`config.mk`:
```
export PLATFORM = sky130hd
export DESIGN_NAME = bitser_mult
export DESIGN_NICKNAME = d
export VERILOG_FILES = /design/src/rtl/bsm_pkg.sv /design/src/rtl/bsm_maj_fa.sv /design/src/rtl/bsm_cell.sv /design/src/rtl/bsm_seq.sv /design/src/rtl/bitser_mult.sv
export SDC_FILE = /design/constraint.sdc
export NUM_CORES = 1
export LEC_CHECK = 0
export BUFFER_PORTS_ARGS = -buffer_cell sky130_fd_sc_hd__clkbuf_2
export CAP_MARGIN = 0
export CELL_PAD_IN_SITES_DETAIL_PLACEMENT = 0
export CELL_PAD_IN_SITES_GLOBAL_PLACEMENT = 1
export CORE_MARGIN = 1
export CORE_UTILIZATION = 30
export DETAILED_ROUTE_END_ITERATION = 10
export GPL_ROUTABILITY_DRIVEN = 0
export HOLD_SLACK_MARGIN = 0.1
export PLACE_DENSITY = 0.6
export SYNTH_ARGS = -nofsm -noshare
export SYNTH_HDL_FRONTEND = slang
export SYNTH_HIERARCHICAL = 1
export SYNTH_SLANG_ARGS = --single-unit
```
`constraint.sdc`:
```
create_clock -name clk_i -period 2.3 [get_ports clk_i]
set_input_delay 0.115 -clock clk_i [delete_from_list [all_inputs] [get_ports clk_i]]
set_output_delay 0.115 -clock clk_i [all_outputs]
set_load 0.02 [all_outputs]
```
`src/rtl/bsm_pkg.sv`:
```
package bsm_pkg;

  typedef enum logic {
    CARRY_SHIFT = 1'b0,
    CARRY_DELAY = 1'b1
  } carry_mode_e;

  function automatic logic maj3(input logic x, input logic y, input logic z);
    return (x & y) | (y & z) | (z & x);
  endfunction

  // cycles from the start edge to the first product bit
  function automatic int unsigned lat_of(input carry_mode_e m);
    return (m == CARRY_DELAY) ? 1 : 2;
  endfunction

endpackage

```
`src/rtl/bsm_maj_fa.sv`:
```
module bsm_maj_fa (
  input  logic x_i,
  input  logic y_i,
  input  logic z_i,
  output logic sum_o,
  output logic carry_o
);
  import bsm_pkg::*;

  logic cy, inner;

  // three majority gates, two inverters
  always_comb begin
    cy      = maj3(x_i, y_i, z_i);
    inner   = maj3(x_i, y_i, ~z_i);
    sum_o   = maj3(~cy, z_i, inner);
    carry_o = cy;
  end

endmodule

```
`src/rtl/bsm_cell.sv`:
```
module bsm_cell #(
  parameter bsm_pkg::carry_mode_e MODE = bsm_pkg::CARRY_DELAY
) (
  input  logic clk_i,
  input  logic rst_ni,
  input  logic clr_i,
  input  logic en_i,
  input  logic a_i,
  input  logic b_i,
  input  logic sum_i,
  input  logic carry_i,
  output logic sum_o,
  output logic carry_o
);
  import bsm_pkg::*;

  logic pp, fa_sum, fa_cy;
  logic sum_q, carry_q;

  assign pp = maj3(a_i, b_i, 1'b0);

  bsm_maj_fa u_fa (
    .x_i    (pp),
    .y_i    (sum_i),
    .z_i    (carry_i),
    .sum_o  (fa_sum),
    .carry_o(fa_cy)
  );

  always_ff @(posedge clk_i or negedge rst_ni) begin
    if (!rst_ni) begin
      sum_q   <= 1'b0;
      carry_q <= 1'b0;
    end else if (clr_i) begin
      sum_q   <= 1'b0;
      carry_q <= 1'b0;
    end else if (en_i) begin
      sum_q   <= fa_sum;
      carry_q <= fa_cy;
    end
  end

  assign sum_o = sum_q;

  generate
    if (MODE == CARRY_SHIFT) begin : g_shift
      // second stage keeps the weight aligned one cell down
      logic carry_d2_q;
      always_ff @(posedge clk_i or negedge rst_ni) begin
        if (!rst_ni)     carry_d2_q <= 1'b0;
        else if (clr_i)  carry_d2_q <= 1'b0;
        else if (en_i)   carry_d2_q <= carry_q;
      end
      assign carry_o = carry_d2_q;
      a_r10_clear_shift: assert property (@(posedge clk_i) disable iff (!rst_ni)
        $past(clr_i) |-> !carry_d2_q);
    end else begin : g_delay
      assign carry_o = carry_q;
    end
  endgenerate

  a_r10_clear_cell: assert property (@(posedge clk_i) disable iff (!rst_ni)
    $past(clr_i) |-> (!sum_q && !carry_q));

endmodule

```
`src/rtl/bsm_seq.sv`:
```
module bsm_seq #(
  parameter int N   = 4,
  parameter int LAT = 1
) (
  input  logic clk_i,
  input  logic rst_ni,
  input  logic start_i,
  input  logic a_bit_i,
  output logic clr_o,
  output logic en_o,
  output logic a_o,
  output logic busy_o,
  output logic valid_o
);
  localparam int LAST = LAT + 2 * N - 1;
  localparam int CW   = $clog2(LAST + 1) + 1;

  logic [CW-1:0] cnt_q, nxt;
  logic          busy_q, valid_q, a_q, accept;

  assign accept = start_i & ~busy_q;
  assign nxt    = cnt_q + 1'b1;

  always_ff @(posedge clk_i or negedge rst_ni) begin
    if (!rst_ni) begin
      cnt_q   <= '0;
      busy_q  <= 1'b0;
      valid_q <= 1'b0;
      a_q     <= 1'b0;
    end else if (accept) begin
      cnt_q   <= '0;
      busy_q  <= 1'b1;
      valid_q <= 1'b0;
      a_q     <= a_bit_i;
    end else if (busy_q) begin
      cnt_q   <= nxt;
      busy_q  <= (nxt != CW'(LAST));
      valid_q <= (nxt >= CW'(LAT));
      a_q     <= (nxt < CW'(N)) ? a_bit_i : 1'b0; // zero fill after N bits
    end else begin
      valid_q <= 1'b0;
      a_q     <= 1'b0;
    end
  end

  assign clr_o   = accept;
  assign en_o    = busy_q;
  assign a_o     = a_q;
  assign busy_o  = busy_q;
  assign valid_o = valid_q;

  a_r7_start_ignored: assert property (@(posedge clk_i) disable iff (!rst_ni)
    (busy_q && start_i) |=> (cnt_q == $past(cnt_q) + CW'(1)));

  a_r6_zero_fill: assert property (@(posedge clk_i) disable iff (!rst_ni)
    (busy_q && cnt_q >= CW'(N - 1)) |=> !a_q);

  a_r3_valid_end: assert property (@(posedge clk_i) disable iff (!rst_ni)
    (valid_q && !busy_q) |=> !valid_q);

  a_r8_busy_fall: assert property (@(posedge clk_i) disable iff (!rst_ni)
    $fell(busy_q) |-> valid_q);

  // R5 shares this check through LAT
  a_r4_first_valid: assert property (@(posedge clk_i) disable iff (!rst_ni)
    $rose(valid_q) |-> (cnt_q == CW'(LAT)));

endmodule

```
`src/rtl/bitser_mult.sv`:
```
module bitser_mult #(
  parameter int                   N    = 4,
  parameter bsm_pkg::carry_mode_e MODE = bsm_pkg::CARRY_DELAY
) (
  input  logic         clk_i,
  input  logic         rst_ni,
  input  logic         start_i,
  input  logic [N-1:0] b_i,
  input  logic         a_bit_i,
  output logic         prod_bit_o,
  output logic         prod_valid_o,
  output logic         busy_o
);
  import bsm_pkg::*;

  localparam int LAT = int'(lat_of(MODE));

  logic         clr, en, a_cur;
  logic [N-1:0] b_q;
  logic [N-1:0] sum_w, carry_w, sum_in_w, carry_in_w;

  bsm_seq #(.N(N), .LAT(LAT)) u_seq (
    .clk_i  (clk_i),
    .rst_ni (rst_ni),
    .start_i(start_i),
    .a_bit_i(a_bit_i),
    .clr_o  (clr),
    .en_o   (en),
    .a_o    (a_cur),
    .busy_o (busy_o),
    .valid_o(prod_valid_o)
  );

  always_ff @(posedge clk_i or negedge rst_ni) begin
    if (!rst_ni)  b_q <= '0;
    else if (clr) b_q <= b_i;
  end

  generate
    for (genvar j = 0; j < N; j++) begin : g_cell
      if (j == N - 1) begin : g_top
        assign sum_in_w[j] = 1'b0;
      end else begin : g_mid
        assign sum_in_w[j] = sum_w[j+1];
      end

      if (MODE == CARRY_DELAY) begin : g_self
        assign carry_in_w[j] = carry_w[j];
      end else if (j == N - 1) begin : g_edge
        assign carry_in_w[j] = 1'b0;
      end else begin : g_down
        assign carry_in_w[j] = carry_w[j+1];
      end

      bsm_cell #(.MODE(MODE)) u_cell (
        .clk_i  (clk_i),
        .rst_ni (rst_ni),
        .clr_i  (clr),
        .en_i   (en),
        .a_i    (a_cur),
        .b_i    (b_q[j]),
        .sum_i  (sum_in_w[j]),
        .carry_i(carry_in_w[j]),
        .sum_o  (sum_w[j]),
        .carry_o(carry_w[j])
      );
    end

    if (MODE == CARRY_SHIFT) begin : g_resolve
      // serial adder merging the sum and carry streams leaving cell 0
      logic res_sum, res_cy, out_q, rc_q;
      bsm_maj_fa u_res (
        .x_i    (sum_w[0]),
        .y_i    (carry_w[0]),
        .z_i    (rc_q),
        .sum_o  (res_sum),
        .carry_o(res_cy)
      );
      always_ff @(posedge clk_i or negedge rst_ni) begin
        if (!rst_ni) begin
          out_q <= 1'b0;
          rc_q  <= 1'b0;
        end else if (clr) begin
          out_q <= 1'b0;
          rc_q  <= 1'b0;
        end else if (en) begin
          out_q <= res_sum;
          rc_q  <= res_cy;
        end
      end
      assign prod_bit_o = out_q;
    end else begin : g_direct
      assign prod_bit_o = sum_w[0];
    end
  endgenerate

  a_r7_b_held: assert property (@(posedge clk_i) disable iff (!rst_ni)
    (busy_o && start_i) |=> $stable(b_q));

  a_r9_idle_no_valid: assert property (@(posedge clk_i) disable iff (!rst_ni)
    (!busy_o && !$past(busy_o)) |-> !prod_valid_o);

endmodule

```
==> results of run 1 <==
[cells by family after synthesis]
group | after synthesis
compound gates | 13
xor+xnor | 2
fa+ha+maj | 11
buf+inv | 13
flops | 20
mux | 14
other cells | 1
simple gates | 23
[sequential cells by signal (all words and copies together), names as in the netlist]
signal,flops
b_q,4
g_cell.u_cell/carry_o,4
g_cell.u_cell/sum_o,4
u_seq/a_o,1
u_seq/busy_o,1
u_seq/cnt_q,5
u_seq/valid_o,1
[per-stage QoR]
step	power [mW]	setup slack [ns]	std cells
final	1.748	0.7300	162
after global routing	1.909	0.6482	162
after CTS	1.776	0.7349	162
after detailed placement	1.403	0.7441	153
after global placement	1.379	0.7713	153
after floorplan	1.238	0.6193	98
[final timing paths]
check / to / cells past startpoint
min reg2reg: b_q[0] / 1
min in group asynchronous: g_cell[0].u_cell/sum_o / 2
max reg2reg: u_seq/valid_o / 4
max: u_seq/valid_o / 4
min: u_seq/a_o / 3
max in group asynchronous: u_seq/cnt_q[4] / 2
[critical path, cell delays in order, from the launching register on]
cell and delay [ns]:
dfrtp_1 0.46, inv_2 0.05, ha_1 0.30, or3_1 0.34, a221o_1 0.29
[per-layer routing]
metal  share of wire (%)  GRT usage [%]
met5                   0              0
met4                0.42          3.409
met3                 3.4          3.261
met2                  50          18.88
met1                  46          13.61
[final cells by class]
| class | count | area (um2) | area share (%) |
|---|---|---|---|
| Clock inverter | 1 | 30.03 | 2.206 |
| Multi-Input combinational cell | 65 | 579.3 | 42.56 |
| Clock buffer | 3 | 41.29 | 3.033 |
| Sequential cell | 20 | 500.5 | 36.76 |
| Timing Repair Buffer | 17 | 115.1 | 8.456 |
| Tap cell | 46 | 57.56 | 4.228 |
| Inverter | 10 | 37.54 | 2.757 |
[synth_stat cells (all sizes together) (2+ instances only)]
library cell / count
and2: 4
mux2i: 9
mux2: 5
a22o: 2
nor2: 9
xnor2: 2
inv: 10
nand2: 2
fa: 8
nand3: 2
o21ai: 3
ha: 3
dfrtp: 20
nor2b: 2
buf: 3
[report_power, final]
part / leakage, nW / switching (mW) / internal [mW] / total [mW]
combinational: 0.398 / 0.337 / 0.359 / 0.695
sequential: 0.244 / 0.186 / 0.514 / 0.701
clock: 0.0357 / 0.120 / 0.232 / 0.352
total: 0.677 / 0.643 / 1.11 / 1.75
==> results.yml, run 1 <==
logic_synthesis:
  ys_seq_area_share_pct: 44.25
  yosys.area_share.simple_pct: 10.07
  async_flop_share_pct: 100.0
  synth_top_family_by_area: "adder cells"
  ys_top_cells_by_area: "dfrtp_1 44%, fa_1 14%, mux2i_1 8.0%"
  synth_edf_count: 0
  yosysWarningCount: 6
  synthMuxAreaShare_pct: 12.94
  ys_types: 30
  ys_seq_elements: 20
  synth_top_area_share_pct: 44.25
  synth_compound_area_share_pct: 8.518
  avgSynthCellArea_um2: 11.66
  synthXorXnorAreaFrac_pct: 1.549
  synth_fa_ha_area_share_pct: 17.48
  syn_area_um2: 1131
  ys.flop_type: "dfrtp_1"
  synthCells: 97
  yosys.area.top_type: "dfrtp_1"
placed_design:
  detailed_place_hpwl_um: 1326
  numPortBuffers: 10
  dpl_cell_area_um2: 1240
job:
  maxCapViolCount: 0
sta:
  setup_tns_ns: 0
  fin_crit_sh_pct: 68.26
  timing.fmax_mhz: 637.0
  setup_viol: 0
  grt_setup_unrepaired: "no"
  slew_viol_final: 0
  skew_ns: 0.01136
  hold_ws_ns: 0.1038
  worst_pin_slew_ns: 0.5261
  max_slew_margin_pct: 64.93
  timing.final.crit_period_ns: 1.570
  hold_viol: 0
floorplan:
  fp-row-count: 21
  pin_count: 11
  dieWidth_um: 63.40
  start_util_pct: 32.61
  die_h_um: 63.40
  core_area_um2: 3468
  die_area_um2: 4020
cts:
  cts.htree.levels: 1
  numCtsBuffers: 3
  cts.path.max_buffers: 2
  worstSkewPairLatency_ns: 0.26
  clk_pin_slew_ns: 0.08
  cts_hold_buf: 5
  post_cts_buffers: 0
  clock_sinks: 20
  cts_tree: "built"
  post_cts_resized: 0
  root_buffer: "clkbuf_8"
critical_path:
  start_kind: "register"
  path_class: "reg2reg"
  critPathCaptureType: "register"
  worstPathRequired_ns: 2.44
  reg2reg_slack_ns: 0.73
  crit_fanout: 7
  critPathArrivalTime_ns: 1.71
  worstReg2RegStart: "u_seq/cnt_q[0]"
  crit_start: "u_seq/cnt_q[0]"
route:
  vias_per_cell: 4.463
  drt_drc_violations_left: 0
  drt_first_pass_iters: 4
  dr_total_vias: 723
  wl_per_cell_um: 11.64
  wl_um: 1886
  drtAntennaViolNets: 0
  dr.first_iter.drc_count: 15
cells_and_area:
  fin_util_pct: 39.25
  fin_nets: 136
  fin_area_um2: 1361
  diodes: 0
  most-common-layout-cells: "20 x dfrtp_1, 10 x clkbuf_2, 9 x mux2i_1, 9 x nor2_1, 9 x inv_1"
  n_fill_cell: 358
  mostFrequentLayoutCell: "dfrtp_1"
  area_growth_pct: 20.35
  drive_gt1_share_pct: 20.69
outcome:
  status: "finished clean"
pwr:
  power.density_nw_per_um2: 1284
  power.leakage_nw: 0.6774
  ir_worst_vdd_mv: 0.4895
grt:
  antenna_found_initial: 0
  grt_pass1_wl_um: 3470
  grt_pass1_vias: 793
  grt_usage_pct: 11.18
  gr-total-overflow: 0
  grt_start_max_net_pins: 21
hold_path:
  holdCritPathClass: "in2reg"
  worstHoldStart: "a_bit_i"
Note: power is estimated with default switching activity, not from simulation.
==> inputs of run 2 (changes only) <==
==> constraint.sdc (replaced) <==
create_clock -name clk_i -period 1.5 [get_ports clk_i]
set_input_delay 0.075 -clock clk_i [delete_from_list [all_inputs] [get_ports clk_i]]
set_output_delay 0.075 -clock clk_i [all_outputs]
set_load 0.02 [all_outputs]
==> run 2 against run 1 <==
  * Combinational power is 80% higher
  * Critical path type unchanged
  * Final cell count is 4.3% higher
  * Die area stayed put
  * Clock-buffer cell count stayed put
  * Critical path depth stayed put
  * Routed wire length is 9.8% higher
  * First-iteration DRC count is 27% higher
  * Sequential share of layout area is 1.9 points lower
==> results.yml, run 2 (synthesized netlist as in run 1, its figures left out) <==
sta:
  timing.fmax_mhz: 694.8
  max_slew_margin_pct: 65.18
  hold_ws_ns: 0.1553
  fin_ws_ns: 0.06069
  grt_setup_unrepaired: "yes"
  timing.final.crit_period_ns: 1.439
  hold_viol: 0
  fin_crit_sh_pct: 95.95
  setup_viol: 0
  slew_viol_final: 0
  skew_ns: 0.008163
  worst_pin_slew_ns: 0.5222
floorplan:
  core_area_um2: 3468
  start_util_pct: 32.61
  die_area_um2: 4020
  fp-row-count: 21
  dieWidth_um: 63.40
  die_h_um: 63.40
  pin_count: 11
cells_and_area:
  diodes: 0
  fin_nets: 143
  regMostFlops: "u_seq/cnt_q"
  fin_util_pct: 41.38
  stdcell_count: 169
  n_fill_cell: 366
  area_growth_pct: 26.88
  mostFrequentLayoutCell: "dfrtp_1"
  largest_reg_flops: 5
  most-common-layout-cells: "20 x dfrtp_1, 10 x clkbuf_2, 9 x nor2_1, 9 x inv_1"
  drive_gt1_share_pct: 26.83
route:
  drtAntennaViolNets: 0
  wl_um: 2070
  top_layer: "met4"
  drt_first_pass_iters: 4
  met3WireLength_um: 87
  dr_total_vias: 753
  wl_per_cell_um: 12.25
  drt_drc_violations_left: 0
  dr.first_iter.drc_count: 19
  vias_per_cell: 4.456
  wl_met1_um: 1033
  route.met2.wl_um: 934
grt:
  grt_pass1_vias: 790
  grt_pass1_wl_um: 3643
  antenna_found_initial: 0
  gr-total-overflow: 0
  grt_start_max_net_pins: 21
  grt_usage_pct: 11.84
critical_path:
  critPathArrivalTime_ns: 1.58
  cp_top_family: "flip-flops"
  start_kind: "register"
  critPathBufInv: 1
  path_class: "reg2reg"
  critPathCaptureType: "register"
  worstPathRequired_ns: 1.64
  crit_fanout: 3
  crit_path_top_delay_cell: "dfrtp_1"
  max_stage_delay_ns: 0.41
  crit_chain: "inv_1 -> ha_4 -> or3_1 -> a221o_1"
job:
  maxCapViolCount: 0
pwr:
  seq_power_share_pct: 36.8
  clockPowerShare_pct: 19.3
  ir_worst_vdd_mv: 0.7313
  power.leakage_nw: 0.7070
  combPwrFrac_pct: 43.9
  total_power_mw: 2.836
  p_int_mw: 1.792
  power.density_nw_per_um2: 1976
  swShare_pct: 36.82
  p_sw_mw: 1.044
cts:
  numCtsBuffers: 3
  clock_sinks: 20
  worstSkewPairLatency_ns: 0.26
  root_buffer: "clkbuf_8"
  cts.path.max_buffers: 2
  clk_pin_slew_ns: 0.08
  cts_tree: "built"
  cts.htree.levels: 1
  post_cts_buffers: 0
placed_design:
  numPortBuffers: 10
  placed_cells: 159
  detailed_place_hpwl_um: 1469
  pre_cts_ws_ns: 0.01047
outcome:
  status: "finished clean"
hold_path:
  holdCritPathClass: "in2reg"
==> run 2: changes by cell type in the layout (fill, tap and decap cells not counted), sizes merged <==
cell,delta
buf,+6
dlygate4sd3,+1
==> run 2: per-stage QoR <==
stage / TNS (ns) / area [um2]
finish: 0 / 1435
floorplan: 0 / 1137
global placement: 0 / 1287
detailed placement: 0 / 1287
global route: -0.01339 / 1435
CTS: 0 / 1419
==> run 2: power groups by stage <==
stage | combinational [mW] | sequential (mW) | clock (mW)
floorplan | 0.882 | 1.02 | 0
global placement | 1.17 | 1.05 | 0
detailed placement | 1.21 | 1.06 | 0
CTS | 1.22 | 1.05 | 0.568
global route | 1.40 | 1.08 | 0.590
finish | 1.25 | 1.04 | 0.546
==> run 2: final cells by class <==
type / count / area, um2 / area share (%)
Clock buffer: 3 / 41.29 / 2.877
Clock inverter: 1 / 30.03 / 2.092
Inverter: 10 / 37.54 / 2.616
Multi-Input combinational cell: 65 / 598.1 / 41.67
Sequential cell: 20 / 500.5 / 34.87
Tap cell: 46 / 57.56 / 4.010
Timing Repair Buffer: 24 / 170.2 / 11.86
==> run 2: worst reg2reg max path: stages (launching register included) <==
cell and delay [ns]:
dfrtp_1 0.41, inv_1 0.10, ha_4 0.20, or3_1 0.31
a221o_1 0.31
==> run 2: worst paths after layout <==
| check | from | endpoint | slack, ns | cells past startpoint |
|---|---|---|---|---|
| hold reg to reg | b_q[3] | b_q[3] | 0.51 | 1 |
| hold / removal | start_i | u_seq/a_o | 0.16 | 3 |
| setup reg to reg | u_seq/cnt_q[1] | u_seq/valid_o | 0.06 | 4 |
| min in group asynchronous | rst_ni | g_cell[0].u_cell/sum_o | 0.31 | 2 |
| max in group asynchronous | rst_ni | u_seq/valid_o | 0.84 | 2 |
| setup / recovery | u_seq/cnt_q[1] | u_seq/valid_o | 0.06 | 4 |
==> run 2: layer usage <==
| metal | global-route usage (%) | up-vias |
|---|---|---|
| met4 | 2.557 | 0 |
| met1 | 15.12 | 372 |
| met2 | 19.02 | 13 |
| li1 | - | 363 |
| met3 | 4.348 | 5 |
| met5 | 0 | - |
==> run 2: repair_timing <==
item	in CTS	in global routing
setup endpoints to repair	1	4
gates cloned	0	0
gates resized for setup	0	2
endpoints found under the hold margin	25	0
hold buffers	6	0
pin swaps	1	0
==> inputs of run 3 (changes only) <==
--- a/config.mk
+++ b/config.mk
@@ -9,12 +9,12 @@
 export CAP_MARGIN = 0
 export CELL_PAD_IN_SITES_DETAIL_PLACEMENT = 0
 export CELL_PAD_IN_SITES_GLOBAL_PLACEMENT = 1
-export CORE_MARGIN = 1
-export CORE_UTILIZATION = 30
+export CORE_MARGIN = 2
+export CORE_UTILIZATION = 46
 export DETAILED_ROUTE_END_ITERATION = 10
 export GPL_ROUTABILITY_DRIVEN = 0
 export HOLD_SLACK_MARGIN = 0.1
-export PLACE_DENSITY = 0.6
+export PLACE_DENSITY = 0.83
 export SYNTH_ARGS = -nofsm -noshare
 export SYNTH_HDL_FRONTEND = slang
 export SYNTH_HIERARCHICAL = 1
==> run 3 against run 2 <==
  * Largest power group unchanged
  * Critical path depth is the same
  * Die area shrank 29%
  * Sequential power is essentially flat
  * Total power shrank 6.1%
  * Flip-flop and latch count is the same
  * Critical endpoint unchanged
  * Register-to-register slack lost 0.02 ns
  * First-iteration DRC count shrank 47%
  * Core utilization grew 19 points
==> results.yml, run 3 (synthesized netlist as in run 1, its figures left out) <==
sta:
  skew_ns: 0.001278
  slew_viol_final: 0
  timing.final.crit_period_ns: 1.462
  fin_crit_sh_pct: 97.45
  setup_tns_ns: 0
  setup_viol: 0
  timing.fmax_mhz: 684.1
  hold_viol: 0
  grt_setup_unrepaired: "yes"
cts:
  cts.htree.levels: 1
  cts.path.max_buffers: 2
  worstSkewPairLatency_ns: 0.30
  root_buffer: "clkbuf_4"
  numCtsBuffers: 3
  clk_pin_slew_ns: 0.11
  cts_tree: "built"
  clock_sinks: 20
grt:
  antenna_found_initial: 0
  grt_usage_pct: 17.51
  grt_start_max_net_pins: 21
  grt_pass1_vias: 806
  grt_pass1_wl_um: 3546
  gr-total-overflow: 0
job:
  maxCapViolCount: 0
critical_path:
  critPathCaptureType: "register"
  critPathArrivalTime_ns: 1.66
  max_stage_delay_ns: 0.42
  worstReg2RegStart: "u_seq/cnt_q[1]"
  r2r-end: "u_seq/valid_o"
  reg2reg_slack_ns: 0.04
  critPathBufInv: 1
  crit_path_top_delay_cell: "dfrtp_1"
  worstPathRequired_ns: 1.69
  cp_top_family: "flip-flops"
  start_kind: "register"
  path_class: "reg2reg"
  crit_fanout: 3
  crit_chain: "inv_1 -> ha_4 -> or3_1 -> a221o_1"
  r2r_cells: 4
pwr:
  p_sw_mw: 1.062
  p_int_mw: 1.601
  power.density_nw_per_um2: 1932
  swShare_pct: 39.89
  ir_worst_vdd_mv: 1.156
  seq_power_share_pct: 39.5
  combPwrFrac_pct: 48.8
  clockPowerShare_pct: 11.7
  power.leakage_nw: 0.6974
route:
  dr_total_vias: 784
  drt_first_pass_iters: 4
  vias_per_cell: 5.192
  dr.first_iter.drc_count: 10
  wl_per_cell_um: 13.75
  drtAntennaViolNets: 0
  drt_drc_violations_left: 0
  wl_um: 2076
cells_and_area:
  largest_reg_flops: 5
  regMostFlops: "u_seq/cnt_q"
  fin_util_pct: 60.58
  n_fill_cell: 192
  diodes: 0
  fin_nets: 143
  most-common-layout-cells: "20 x dfrtp_1, 10 x clkbuf_2, 9 x mux2i_1, 9 x nor2_1, 9 x inv_1"
  area_growth_pct: 21.90
  mostFrequentLayoutCell: "dfrtp_1"
  drive_gt1_share_pct: 26.02
floorplan:
  core_area_um2: 2276
  start_util_pct: 49.70
  pin_count: 11
  fp-row-count: 17
  die_h_um: 53.59
  dieWidth_um: 53.59
  die_area_um2: 2871
placed_design:
  numPortBuffers: 10
  detailed_place_hpwl_um: 1435
hold_path:
  holdCritPathClass: "in2async"
outcome:
  status: "finished clean"
[run 3: routing by layer]
layer | wire length (um) | up-vias | track usage, %
met5 | 0 | - | 0
met4 | 0 | 0 | 2.564
met3 | 78 | 0 | 5.833
met2 | 1127 | 14 | 32.72
met1 | 870 | 405 | 19.57
li1 | - | 365 | -
[run 3: power by group through the flow]
stage / clock, mW / combinational, mW / sequential [mW]
2_1_floorplan: 0 / 0.882 / 1.02
3_3_place_gp: 0 / 1.13 / 1.05
3_5_place_dp: 0 / 1.20 / 1.07
4_1_cts: 0.328 / 1.25 / 1.05
5_1_grt: 0.358 / 1.44 / 1.09
6_report: 0.312 / 1.30 / 1.05
[run 3: worst max path at each step]
stage                   startpoint                     end  slack, ns  cells past startpoint
floorplan           u_seq/cnt_q[0]           u_seq/valid_o      0.005                      4
global placement    u_seq/cnt_q[1]           u_seq/valid_o       0.03                      4
detailed placement  u_seq/cnt_q[1]           u_seq/valid_o      -0.02                      4
CTS                 u_seq/cnt_q[0]           u_seq/valid_o       0.02                      4
global route             u_seq/a_o  g_cell[3].u_cell/sum_o      -0.02                      5
finish              u_seq/cnt_q[1]           u_seq/valid_o       0.04                      4
[run 3: layout make-up]
| type | count | area (um2) | share of cell area, % |
|---|---|---|---|
| multi-input cells | 65 | 596.8 | 43.28 |
| flip-flops and latches | 20 | 500.5 | 36.30 |
| repair buffers | 24 | 172.7 | 12.52 |
| inverters | 10 | 37.54 | 2.722 |
| clock buffers | 4 | 36.28 | 2.632 |
| well taps | 28 | 35.03 | 2.541 |
[run 3: repair_timing]
| action | in CTS | in global routing |
|---|---|---|
| endpoints found under the setup margin | 1 | 4 |
| hold buffers | 6 | 1 |
| resized for setup | 0 | 2 |
| hold endpoints to repair | 25 | 1 |
| buffers inserted | 1 | 0 |
| pin swaps | 1 | 0 |
[run 3: metrics by stage]
| stage | power [mW] | setup slack (ns) | area [um2] | hold WS (ns) | std cells |
|---|---|---|---|---|---|
| 2_1_floorplan | 1.902 | 0.004614 | 1137 | -0.2206 | 98 |
| 3_3_place_gp | 2.179 | 0.03032 | 1250 | 0.05903 | 139 |
| 3_5_place_dp | 2.264 | -0.01625 | 1250 | 0.06144 | 139 |
| 4_1_cts | 2.623 | 0.02029 | 1354 | 0.1108 | 150 |
| 5_1_grt | 2.885 | -0.01587 | 1379 | 0.2859 | 151 |
| 6_report | 2.663 | 0.03824 | 1379 | 0.2554 | 151 |
